===== config.mk =====
export PLATFORM = sky130hd
export DESIGN_NAME = dct_timer
export DESIGN_NICKNAME = d
export VERILOG_FILES = /design/src/rtl/dct_pkg.sv /design/src/rtl/dct_regs.sv /design/src/rtl/dct_counter.sv /design/src/rtl/dct_phase_fsm.sv /design/src/rtl/dct_edge_out.sv /design/src/rtl/dct_timer.sv
export SDC_FILE = /design/constraint.sdc
export NUM_CORES = 1
export LEC_CHECK = 0
export ABC_AREA = 1
export CORE_ASPECT_RATIO = 0.7
export CORE_MARGIN = 2
export CORE_UTILIZATION = 53
export CTS_CLUSTER_SIZE = 40
export DETAILED_ROUTE_END_ITERATION = 10
export GPL_ROUTABILITY_DRIVEN = 0
export GPL_TIMING_DRIVEN = 0
export HOLD_SLACK_MARGIN = 0.15
export MAX_ROUTING_LAYER = met4
export PLACE_DENSITY_LB_ADDON = 0.15
export SLEW_MARGIN = 20
export SYNTH_ARGS = -nofsm -noshare
export SYNTH_HDL_FRONTEND = slang
export SYNTH_HIERARCHICAL = 1
export SYNTH_SLANG_ARGS = --single-unit

===== constraint.sdc =====
create_clock -name clk -period 1.7 [get_ports clk]
set_clock_uncertainty 0.15 [all_clocks]
set_input_delay 0.34 -clock clk [delete_from_list [all_inputs] [get_ports clk]]
set_output_delay 0.34 -clock clk [all_outputs]
set_load 0.05 [all_outputs]

===== src/rtl/dct_pkg.sv =====
package dct_pkg;
    localparam int ADDR_W    = 2;
    localparam int CTRL_POL  = 0;
    localparam int CTRL_FINE = 1;

    localparam logic [ADDR_W-1:0] ADDR_CMPA = 2'd0;
    localparam logic [ADDR_W-1:0] ADDR_CMPB = 2'd1;
    localparam logic [ADDR_W-1:0] ADDR_CTRL = 2'd2;

    typedef enum logic {
        PH_WAIT   = 1'b0,
        PH_ACTIVE = 1'b1
    } phase_t;
endpackage


===== src/rtl/dct_regs.sv =====
module dct_regs
    import dct_pkg::*;
#(
    parameter int W = 16
) (
    input  logic              clk,
    input  logic              rst_n,
    input  logic              wr_en,
    input  logic [ADDR_W-1:0] wr_addr,
    input  logic [W-1:0]      wr_data,
    output logic [W-1:0]      cmp_a,
    output logic [W-1:0]      cmp_b,
    output logic              pol,
    output logic              fine
);
    always_ff @(posedge clk or negedge rst_n) begin
        if (!rst_n) begin
            cmp_a <= '0;
            cmp_b <= '0;
            pol   <= 1'b0;
            fine  <= 1'b0;
        end else if (wr_en) begin
            case (wr_addr)
                ADDR_CMPA: cmp_a <= wr_data;
                ADDR_CMPB: cmp_b <= wr_data;
                ADDR_CTRL: begin
                    pol  <= wr_data[CTRL_POL];
                    fine <= wr_data[CTRL_FINE];
                end
                default: ;
            endcase
        end
    end
endmodule


===== src/rtl/dct_counter.sv =====
module dct_counter #(
    parameter int W = 16
) (
    input  logic         clk,
    input  logic         rst_n,
    input  logic         clr,
    input  logic         run,
    input  logic         fine,
    input  logic [W-1:0] cmp_a,
    input  logic [W-1:0] cmp_b,
    output logic [W-1:0] cnt,
    output logic         hit_a,
    output logic         hit_b
);
    localparam int HW = W - 1;

    logic eq_full;
    logic eq_fine;

    assign eq_full = (cnt == cmp_a);
    assign eq_fine = (cnt[HW-1:0] == cmp_a[W-1:1]);

    // wrap wins over a compare A hit on the same count
    assign hit_b = run && (cnt >= cmp_b);
    assign hit_a = run && !hit_b && (fine ? eq_fine : eq_full);

    always_ff @(posedge clk or negedge rst_n) begin
        if (!rst_n) begin
            cnt <= '0;
        end else if (clr || hit_b) begin
            cnt <= '0;
        end else if (run) begin
            cnt <= cnt + 1'b1;
        end
    end
endmodule


===== src/rtl/dct_phase_fsm.sv =====
module dct_phase_fsm
    import dct_pkg::*;
(
    input  logic clk,
    input  logic rst_n,
    input  logic clr,
    input  logic hit_a,
    input  logic hit_b,
    output logic act,
    output logic irq_a,
    output logic irq_b
);
    phase_t state;
    phase_t state_nx;

    always_comb begin
        state_nx = state;
        unique case (state)
            PH_WAIT:   if (hit_a) state_nx = PH_ACTIVE;
            PH_ACTIVE: if (hit_b) state_nx = PH_WAIT;
        endcase
        if (clr) state_nx = PH_WAIT;
    end

    always_ff @(posedge clk or negedge rst_n) begin
        if (!rst_n) state <= PH_WAIT;
        else        state <= state_nx;
    end

    always_ff @(posedge clk or negedge rst_n) begin
        if (!rst_n) begin
            irq_a <= 1'b0;
            irq_b <= 1'b0;
        end else begin
            irq_a <= !clr && (state == PH_WAIT) && hit_a;
            irq_b <= !clr && hit_b;
        end
    end

    assign act = (state == PH_ACTIVE);
endmodule


===== src/rtl/dct_edge_out.sv =====
module dct_edge_out (
    input  logic clk,
    input  logic rst_n,
    input  logic act,
    input  logic half,
    input  logic pol,
    output logic tmr_out
);
    logic act_neg;
    logic lvl;

    always_ff @(negedge clk or negedge rst_n) begin
        if (!rst_n) act_neg <= 1'b0;
        else        act_neg <= act;
    end

    // delayed rise, immediate fall when the half-cycle offset is selected
    assign lvl     = half ? (act && act_neg) : act;
    assign tmr_out = lvl ^ pol;
endmodule


===== src/rtl/dct_timer.sv =====
module dct_timer
    import dct_pkg::*;
#(
    parameter int W = 16
) (
    input  logic              clk,
    input  logic              rst_n,
    input  logic              clr,
    input  logic              run,
    input  logic              wr_en,
    input  logic [ADDR_W-1:0] wr_addr,
    input  logic [W-1:0]      wr_data,
    output logic              tmr_out,
    output logic              irq_a,
    output logic              irq_b
);
    logic [W-1:0] cmp_a;
    logic [W-1:0] cmp_b;
    logic [W-1:0] cnt_q;
    logic         pol;
    logic         fine;
    logic         hit_a;
    logic         hit_b;
    logic         act;
    logic         half;

    dct_regs #(.W(W)) u_regs (
        .clk     (clk),
        .rst_n   (rst_n),
        .wr_en   (wr_en),
        .wr_addr (wr_addr),
        .wr_data (wr_data),
        .cmp_a   (cmp_a),
        .cmp_b   (cmp_b),
        .pol     (pol),
        .fine    (fine)
    );

    dct_counter #(.W(W)) u_cnt (
        .clk   (clk),
        .rst_n (rst_n),
        .clr   (clr),
        .run   (run),
        .fine  (fine),
        .cmp_a (cmp_a),
        .cmp_b (cmp_b),
        .cnt   (cnt_q),
        .hit_a (hit_a),
        .hit_b (hit_b)
    );

    dct_phase_fsm u_fsm (
        .clk   (clk),
        .rst_n (rst_n),
        .clr   (clr),
        .hit_a (hit_a),
        .hit_b (hit_b),
        .act   (act),
        .irq_a (irq_a),
        .irq_b (irq_b)
    );

    assign half = fine && cmp_a[0];

    dct_edge_out u_out (
        .clk     (clk),
        .rst_n   (rst_n),
        .act     (act),
        .half    (half),
        .pol     (pol),
        .tmr_out (tmr_out)
    );
endmodule


After elaboration in Yosys (flattened, before gate mapping) --
Index checks and enable logic that the tools add are counted.
Operators by class: add/sub/neg operators 1, muxes and demuxes 8, bitwise operators 2, equality and inequality tests 4, $lt $le $gt $ge 1, reduce and logical (&&, ||, !) cells 16
Operators by type and width (number):
- $mux W16 | 2
- $add A16 B1 Y16 const B | 1
- $eq A16 B16 Y1 | 1
- $ge A16 B16 Y1 | 1
- $eq A15 B15 Y1 | 1
- $logic_and A1 B1 Y1 | 8
- $reduce_and A2 Y1 | 3
- $mux W1 | 5
- $eq A2 B1 Y1 const B | 1
- $eq A2 B2 Y1 const B | 1
- $logic_not A1 Y1 | 2
- $logic_not A2 Y1 | 1
- $pmux W1 S2 | 1
- $reduce_bool A2 Y1 | 1
- $logic_or A1 B1 Y1 | 1
- $not A1 Y1 | 1
- $xor A1 B1 Y1 | 1
Storage, ports and cells: output and inout bits 3, logic and storage cells 41, flip-flop bits (word level) 54

Logic depth before layout (Yosys ltp) --
Gate-level depths: netlist of run 1.
depth after elaboration 8, depth in mapped cells 16

Modules after synthesis --
Netlist of run 1, hierarchy kept.
Modules (own cells, without submodules):
- dct_counter | cells an instance 252, times used 1, area each 1725.4 um^2
- dct_regs | cells an instance 152, times used 1, area each 1425.1 um^2
- dct_phase_fsm | cells an instance 9, times used 1, area each 107.6 um^2
- dct_edge_out | cells an instance 8, times used 1, area each 55.1 um^2
- dct_timer | cells an instance 2, times used 1, area each 7.5 um^2

==> impl_results.md, run 1 <==
* # Max-Cap Violations at 0
* Drt wl/cell at 15.0 um
* Crit-path max FO at 2
* Sequential share of the synthesized area at 40.7%
* Initial antenna violation count at 0
* Unrepaired setup endpoints after global routing: true
* Final std cells w/o fill at 559
* Synth Net Count at 463
* Gate Count Post-Synth at 423
* Setup_tns at -5400 ps
* Primary FF master, synth: dfrtp_1
* Internal power at 2.25 mW
* Detailed-route via count at 2,906
* DRC viols at 0
* Slew HR at 52.8%
* Final hold vios at 53
* Fin. max-slew vios at 0
* Post-Syn Area at 0.00332 sq mm
* Cell mode on critical path: nand2_2
* Drt initial violations at 150
* Filler cell count at 479
* Count leader, synth: nand2_1
* Max VDD drop at 426 uV
* Top Family by Delay on Critical Path: flip-flops
* NetSw at 1.06 mW
* Sw Ratio at 32.1%
* Die X at 98.6 um
* Main area contributors after synthesis: dfrtp_1 40%, nand2_1 15%, xor2_1 7.6%
* Total power density per cell area at 758 mW/mm^2
* CTS sink count at 54
* Clk buf depth at 2
* Post-Route WL at 8.41 mm
* Root buf cell: clkbuf_8
* Status: finished with violations
* Post-DRT Antenna Nets at 0
* Total CTS buffers at 5
* Clock Pin Slew Worst Setup and Hold Paths at 90 ps
* Clock network latency to the later pin of the worst-skew pair at 310 ps
* Largest stage delay, worst path at 390 ps
* Average size of a mapped cell at 7.85 sq um
* Reg power frac at 47.1%
* GRT overflow at 0
* HPWL after detailed placement at 5.60 mm
* Leakage power at 2.20 nW
* Layout Nets at 520
* Slowest CP cell: dfrtn_1
* Row count at 24
* Final core utilization at 71.1%
* Port bufs at 23
* First-pass GRT wire length at 13.7 mm
* CP endpoint kind: primary output
* Core area at 0.00616 sq mm
* Synth cell types at 31
* Cells along the critical path: inv_1 > nand2_2 > nand2_2 > nand2_2 > nand2_4 > buf_8
* Initial cell density of the core at 53.9%
* CTS H-Tree Depth at 2
* Top cells by count, synth: 129 x nand2_1, 53 x dfrtp_1, 44 x inv_1, 42 x nor2_1, 29 x xor2_1
* Combinational power share at 26.7%
* Overall Global Routing Usage at 26.1%
* Area growth, synth to finish at 31.8%
* Pre-antenna DRT Iters at 4
* Area fraction of the dominant cell type after synthesis at 39.9%
* Placed Cells at 524
* Ant. Diodes at 0
* Final setup vio count at 20
* Crit Path Class: register to primary output
* Worst setup margin at -780 ps
* Vias in the first global route at 2,832
* Synth area leader: dfrtp_1
* Ys async rst share at 100%
* Chip Height at 70.2 um
* Yosys warns at 6
* Worst EP arrival at 1990 ps
* EDFF count, synth at 0
* CP Launch Type: register
* WP buf/inv at 2
* Share of cells above drive strength 1 at 29.5%
* Yosys reg bits at 54
* Failing checks: hold timing, setup timing
* CTS tree: yes
* Hold crit path type: primary input to async pin
* # IOs at 26
* Clock power share at 26.2%
* Tightest Pin Transition at 708 ps
* Hold slack at -79.9 ps
* Maximum number of pins on one net before global-route repair at 55
* WP data required at 1210 ps
* Via/cell ratio at 5.20
* Die ar. at 0.00692 sq mm
* Register-to-Register Setup Slack at -350 ps
==> power groups by stage <==
stage	registers (mW)	clock network [mW]	logic [mW]
after global placement	1.59	0	0.642
after global routing	1.59	0.940	0.988
after detailed placement	1.59	0	0.668
after floorplan	1.55	0	0.468
after CTS	1.56	0.882	0.779
final	1.56	0.869	0.884
==> repair_timing <==
| action | 4_1_cts | 5_1_grt |
|---|---|---|
| hold endpoints to repair | 53 | 53 |
| endpoints found under the setup margin | 22 | 21 |
| resized for setup | 69 | 47 |
| setup buffers | 13 | 13 |
| gates cloned | 1 | 0 |
| pin swaps | 15 | 19 |
==> cell families after synthesis <==
family | after synthesis | share of synthesized area (%)
AND/OR/NAND/NOR | 236 | 32.0
buffers and inverters | 63 | 8.52
flip-flops | 54 | 40.7
XOR/XNOR | 37 | 9.76
adder cells (fa/ha/maj) | 17 | 6.41
AO/OA/AOI/OAI | 16 | 2.64
==> registers in the layout, indices dropped and copies added, names as in the netlist <==
signal / flops
u_regs/cmp_b: 16
u_out/act_neg: 1
u_fsm/irq_a: 1
u_cnt/cnt: 16
u_fsm/irq_b: 1
u_regs/pol: 1
u_regs/cmp_a: 16
u_regs/fine: 1
u_fsm/act: 1
==> cell type report <==
class	instances	area, sq um	share of cell area, %
well taps	78	97.6	2.23
multi-input cells	306	2040	46.5
clock buffers	7	76.3	1.74
repair buffers	50	473	10.8
plain buffers	18	130	2.97
inverters	45	171	3.92
clock inverters	1	30.0	0.686
flip-flops and latches	54	1360	31.1
==> through the flow <==
| stage | cell area (sq um) | power (mW) | setup WS (ps) |
|---|---|---|---|
| floorplan | 3340 | 2.02 | -341 |
| global placement | 3670 | 2.23 | -2260 |
| detailed placement | 3670 | 2.26 | -1050 |
| CTS | 4120 | 3.22 | -780 |
| global route | 4380 | 3.51 | -869 |
| finish | 4380 | 3.32 | -780 |
==> cell usage in the layout (no fill, tap or decap), types with 3 or more instances in the layout <==
master	n
nand3_1	24
clkdlybuf4s50_1	17
buf_4	26
nand4_1	22
nand3_2	3
dfrtp_1	44
nand2_4	7
ha_4	8
nand2_1	114
buf_2	7
xnor2_1	8
nor2_2	11
a21oi_2	7
xor2_1	29
dfrtp_2	9
nand2_2	11
inv_2	9
ha_1	8
buf_6	7
clkbuf_8	5
nor2_1	21
inv_1	35
nor2_4	16
clkbuf_1	3
clkbuf_2	3
==> final timing paths <==
kind	startpoint	endpoint	cells after the start
max	u_out/act_neg	tmr_out	6
min	rst_n	u_regs/cmp_b[1]	1
max reg2reg	u_cnt/cnt[6]	u_cnt/cnt[6]	11
min reg2reg	u_regs/cmp_b[10]	u_regs/cmp_b[10]	2
max in group asynchronous	rst_n	u_out/act_neg	1
min in group clk	clr	u_fsm/irq_b	2
==> worst register-to-register path, stage by stage (launching register included) <==
cell	delay [ps]
dfrtp_1	490
ha_1	320
nand2_1	80
o21a_1	210
nand2_2	100
nand2_4	70
nand2_4	70
nand2_4	60
nand2_4	110
buf_6	120
buf_12	130
nor2_4	40
==> metal layers <==
metal / share of wire, % / wire length (um) / vias up / global-route usage, %
met4: 0.93 / 78 / 0 / 6.85
met5: 0 / 0 / - / -
met1: 49 / 4080 / 1372 / 37.2
li1: - / - / 1449 / -
met2: 46 / 3880 / 77 / 39.4
met3: 4.4 / 366 / 8 / 4.10
No activity file was read; power rests on OpenSTA's default activity.
==> run 2, diff against run 1 <==
- CORE_UTILIZATION: 53 -> 55
- CTS_BUF_LIST: not set -> sky130_fd_sc_hd__clkbuf_8
==> impl_results.md, run 2 (same netlist as run 1, synthesis figures left out) <==
* Final setup vio count at 19
* Drt wl/cell at 15.8 um
* WP buf/inv at 2
* # IOs at 26
* Hold slack at -106 ps
* Clock Pin Slew Worst Setup and Hold Paths at 100 ps
* Cell mode on critical path: nand2_2
* CP Launch Type: register
* HPWL after detailed placement at 5.71 mm
* Internal power at 2.11 mW
* CP startpoint: u_out/act_neg
* Via/cell ratio at 5.38
* Combinational power share at 25.8%
* Share of cells above drive strength 1 at 27.0%
* Hold buffer count at cts at 1
* Reg2Reg Depth at 11
* CTS H-Tree Depth at 2
* Sw Ratio at 34.0%
* # Max-Cap Violations at 0
* First-pass GRT wire length at 13.4 mm
* Unrepaired setup endpoints after global routing: true
* Worst setup margin at -779 ps
* Vias in the first global route at 2,718
* Die ar. at 0.00669 sq mm
* Maximum number of pins on one net before global-route repair at 55
* Final hold vios at 53
* Overall Global Routing Usage at 26.0%
* Final core utilization at 72.1%
* CP endpoint kind: primary output
* Initial antenna violation count at 0
* Worst path depth at 6
* Slew HR at 54.2%
* Ant. Diodes at 0
* Total power density per cell area at 768 mW/mm^2
* Filler cell count at 418
* Total CTS buffers at 5
* Drt initial violations at 168
* Die X at 96.9 um
* Leakage power at 2.08 nW
* Chip Height at 69.0 um
* Port bufs at 23
* Hold crit path type: primary input to async pin
* Row count at 23
* Regs by FF count: u_cnt/cnt (16), u_regs/cmp_a (16), u_regs/cmp_b (16)
* Largest stage delay, worst path at 390 ps
* Clock network latency to the later pin of the worst-skew pair at 320 ps
* Tightest Pin Transition at 687 ps
* GRT overflow at 0
* Clock power share at 24.7%
* CTS tree: yes
* Clk buf depth at 2
* NetSw at 1.09 mW
* Core area at 0.00578 sq mm
* Pre-antenna DRT Iters at 5
* Failing checks: hold timing, setup timing
* Crit-path max FO at 2
* Crit path to: tmr_out
* Fin. max-slew vios at 0
* Register-to-Register Setup Slack at -280 ps
* Cells along the critical path: inv_1 > nand2_2 > nand2_2 > nand2_2 > nand2_4 > buf_8
* Max VDD drop at 353 uV
* Commonest non-fill, non-tap cell in the layout: nand2_1
* Status: finished with violations
* Reg power frac at 49.4%
* Post-Route WL at 8.52 mm
* Top Family by Delay on Critical Path: flip-flops
* Area growth, synth to finish at 25.5%
* Worst EP arrival at 1990 ps
* WP data required at 1210 ps
* Crit Path Class: register to primary output
* Initial cell density of the core at 57.4%
* Post-DRT Antenna Nets at 0
* Slowest CP cell: dfrtn_1
* Most frequent cells in the layout: 116 x nand2_1, 43 x dfrtp_1, 33 x inv_1, 29 x xor2_1, 25 x nor2_1
* Layout Nets at 502
* DRC viols at 0
* CTS sink count at 54
* Detailed-route via count at 2,893
* Pre-CTS WS at -1050 ps
* Setup_tns at -4830 ps
* RR Endpoint: u_cnt/cnt[12]
* Root buf cell: clkbuf_8
* R2R Path Start: u_regs/cmp_b[7]
[run 2: cell count changes in the layout (fill, tap and decap cells not counted), sizes merged]
cell	change
clkdlybuf4s15	+1
clkinv	+2
dlygate4sd3	+1
dlygate4sd2	-1
bufinv	-1
buf	-18
clkbuf	-2
[run 2: timing repair]
item | CTS | global route
endpoints found under the setup margin | 22 | 21
hold endpoints to repair | 56 | 53
pin swaps | 1 | 14
gates cloned | 0 | 1
setup buffers | 4 | 3
resized for setup | 30 | 77
[run 2: metal layers]
metal / up-vias / wire length, um / global-route usage (%)
li1: 1408 / - / -
met1: 1373 / 4100 / 37.8
met2: 95 / 3830 / 38.0
met3: 17 / 478 / 5.07
met4: 0 / 116 / 5.79
met5: - / 0 / -
[run 2: worst min path at each step]
stage,slack [ps],cells past startpoint,end
finish,-110,1,u_cnt/cnt[14]
global route,-50,1,u_cnt/cnt[15]
CTS,-70,1,u_regs/cmp_a[13]
detailed placement,280,1,u_cnt/cnt[14]
global placement,310,2,u_regs/cmp_b[5]
floorplan,-110,0,u_cnt/cnt[0]
[run 2: through the flow]
stage,cell area (sq um),instances,power (mW)
final,4170,538,3.20
after global routing,4170,538,3.39
after CTS,3890,534,3.10
after detailed placement,3670,521,2.27
after global placement,3670,521,2.24
after floorplan,3340,423,2.02
[run 2: area by class of cell]
class | instances | area (sq um) | share of cell area [%]
plain buffers | 18 | 135 | 3.24
clock buffers | 6 | 82.6 | 1.98
clock inverters | 2 | 17.5 | 0.420
inverters | 45 | 169 | 4.05
multi-input cells | 306 | 1980 | 47.4
flip-flops and latches | 54 | 1360 | 32.7
well taps | 75 | 93.8 | 2.25
repair buffers | 32 | 332 | 7.95
[run 2: power groups by stage]
stage          Sequential (mW)  Combinational (mW)  Clock (mW)
2_1_floorplan             1.55               0.468           0
3_3_place_gp              1.59               0.648           0
3_5_place_dp              1.60               0.670           0
4_1_cts                   1.57               0.721       0.812
5_1_grt                   1.60               0.932       0.858
6_report                  1.58               0.826       0.792
==> run 3, diff against run 2 <==
- HOLD_SLACK_MARGIN: 0.15 -> 0.08
- SLEW_MARGIN: 20 -> not set
==> impl_results.md, run 3 (same netlist as run 1, synthesis figures left out) <==
* Status: finished with violations
* Failing checks: setup timing
* DRC viols at 0
* CP endpoint kind: primary output
* # IOs at 26
* Clock Pin Slew Worst Setup and Hold Paths at 100 ps
* GRT overflow at 0
* NetSw at 1.05 mW
* Unrepaired setup endpoints after global routing: true
* Max VDD drop at 341 uV
* Drt initial violations at 181
* Port bufs at 23
* Final non-filler cell area at 0.00409 sq mm
* Total CTS buffers at 5
* Detailed-route via count at 2,849
* Worst Min Path Start: clr
* # Max-Cap Violations at 0
* Crit Path Class: register to primary output
* Core area at 0.00578 sq mm
* Commonest non-fill, non-tap cell in the layout: nand2_1
* Placed Cells at 522
* Via/cell ratio at 5.27
* Regs by FF count: u_cnt/cnt (16), u_regs/cmp_a (16), u_regs/cmp_b (16)
* Crit-path max FO at 2
* Sw Ratio at 33.4%
* Post-Route WL at 8.30 mm
* Pre-antenna DRT Iters at 5
* Total power density per cell area at 770 mW/mm^2
* Reg power frac at 50.0%
* Row count at 23
* Initial antenna violation count at 0
* Clk buf depth at 2
* Leakage power at 2.09 nW
* Dpl cell area at 0.00368 sq mm
* HPWL after detailed placement at 5.85 mm
* Reg2Reg Depth at 13
* Internal power at 2.10 mW
* Chip Height at 69.0 um
* Ant. Diodes at 0
* Tightest Pin Transition at 883 ps
* Clock network latency to the later pin of the worst-skew pair at 310 ps
* Hold crit path type: primary input to register
* First-pass GRT wire length at 13.6 mm
* Die X at 96.9 um
* WP data required at 1210 ps
* Final setup vio count at 20
* Share of cells above drive strength 1 at 23.0%
* Clock power share at 24.5%
* Fin. max-slew vios at 0
* Final hold vios at 0
* Most frequent cells in the layout: 119 x nand2_1, 45 x dfrtp_1, 37 x inv_1, 32 x nor2_1, 29 x xor2_1
* CP startpoint: u_out/act_neg
* Worst EP arrival at 1990 ps
* Maximum number of pins on one net before global-route repair at 35
* Final std cells w/o fill at 541
* R2R Path Start: u_cnt/cnt[3]
* Overall Global Routing Usage at 26.4%
* Slew HR at 41.1%
* CTS tree: yes
* Combinational power share at 25.5%
* Root buf cell: clkbuf_8
* CP Launch Type: register
* Die ar. at 0.00669 sq mm
* Post-DRT Antenna Nets at 0
* Tot Pwr at 3.15 mW
* Drt wl/cell at 15.3 um
* Vias in the first global route at 2,757
* WHS Path Cells at 2
* Area growth, synth to finish at 23.3%
* Worst setup margin at -782 ps
* CTS H-Tree Depth at 2
* Layout Nets at 505
* CTS sink count at 54
* Initial cell density of the core at 57.4%
run 3: final timing paths:
| kind | to | slack (ps) |
|---|---|---|
| hold reg to reg | u_regs/cmp_b[7] | 340 |
| max in group asynchronous | u_cnt/cnt[7] | 570 |
| setup reg to reg | u_cnt/cnt[7] | -230 |
| setup / recovery | tmr_out | -780 |
| min in group asynchronous | u_cnt/cnt[4] | 230 |
| hold / removal | u_fsm/act | 160 |
run 3: final cells by class:
class / instances / area [sq um]
inverters: 45 / 169
plain buffers: 18 / 129
clock buffers: 6 / 82.6
flip-flops and latches: 54 / 1360
clock inverters: 2 / 17.5
well taps: 75 / 93.8
repair buffers: 35 / 345
multi-input cells: 306 / 1900
fillers: 452 / 1690
run 3: repair_timing:
item                                   4_1_cts  5_1_grt
pin swaps                                    4        7
endpoints found under the hold margin       19        0
setup endpoints to repair                   22       26
setup buffers                                5        4
resized for setup                           28       51
gates cloned                                 0        0
hold buffers                                 2        0
run 3: power by group through the flow:
stage	logic, mW	clock network [mW]	registers, mW
3_5_place_dp	0.680	0	1.59
4_1_cts	0.730	0.807	1.57
5_1_grt	0.907	0.856	1.59
3_3_place_gp	0.648	0	1.59
6_report	0.805	0.772	1.57
2_1_floorplan	0.468	0	1.55
run 3: critical path: stages (launching register included):
cell and delay (ps):
dfrtn_1 390, inv_1 40, nand2_2 90, nand3_2 100, nand2_4 90, buf_8 140
run 3: through the flow:
stage	util, %	hold WS, ps	worst slack [ps]	TNS (ps)
floorplan	-	-106	-341	-873
global placement	63.4	306	-2240	-89480
detailed placement	63.7	187	-1050	-7380
CTS	67.6	149	-780	-4100
global route	70.8	154	-831	-6230
finish	70.8	159	-782	-4580
run 3: routing by layer:
metal	routed length (um)	GRT usage, %	part of all wire, %	vias to the layer above
li1	-	-	-	1412
met1	4100	38.8	49	1348
met2	3720	38.8	45	79
met3	419	5.58	5.0	10
met4	66	3.44	0.80	0
met5	0	-	0	-
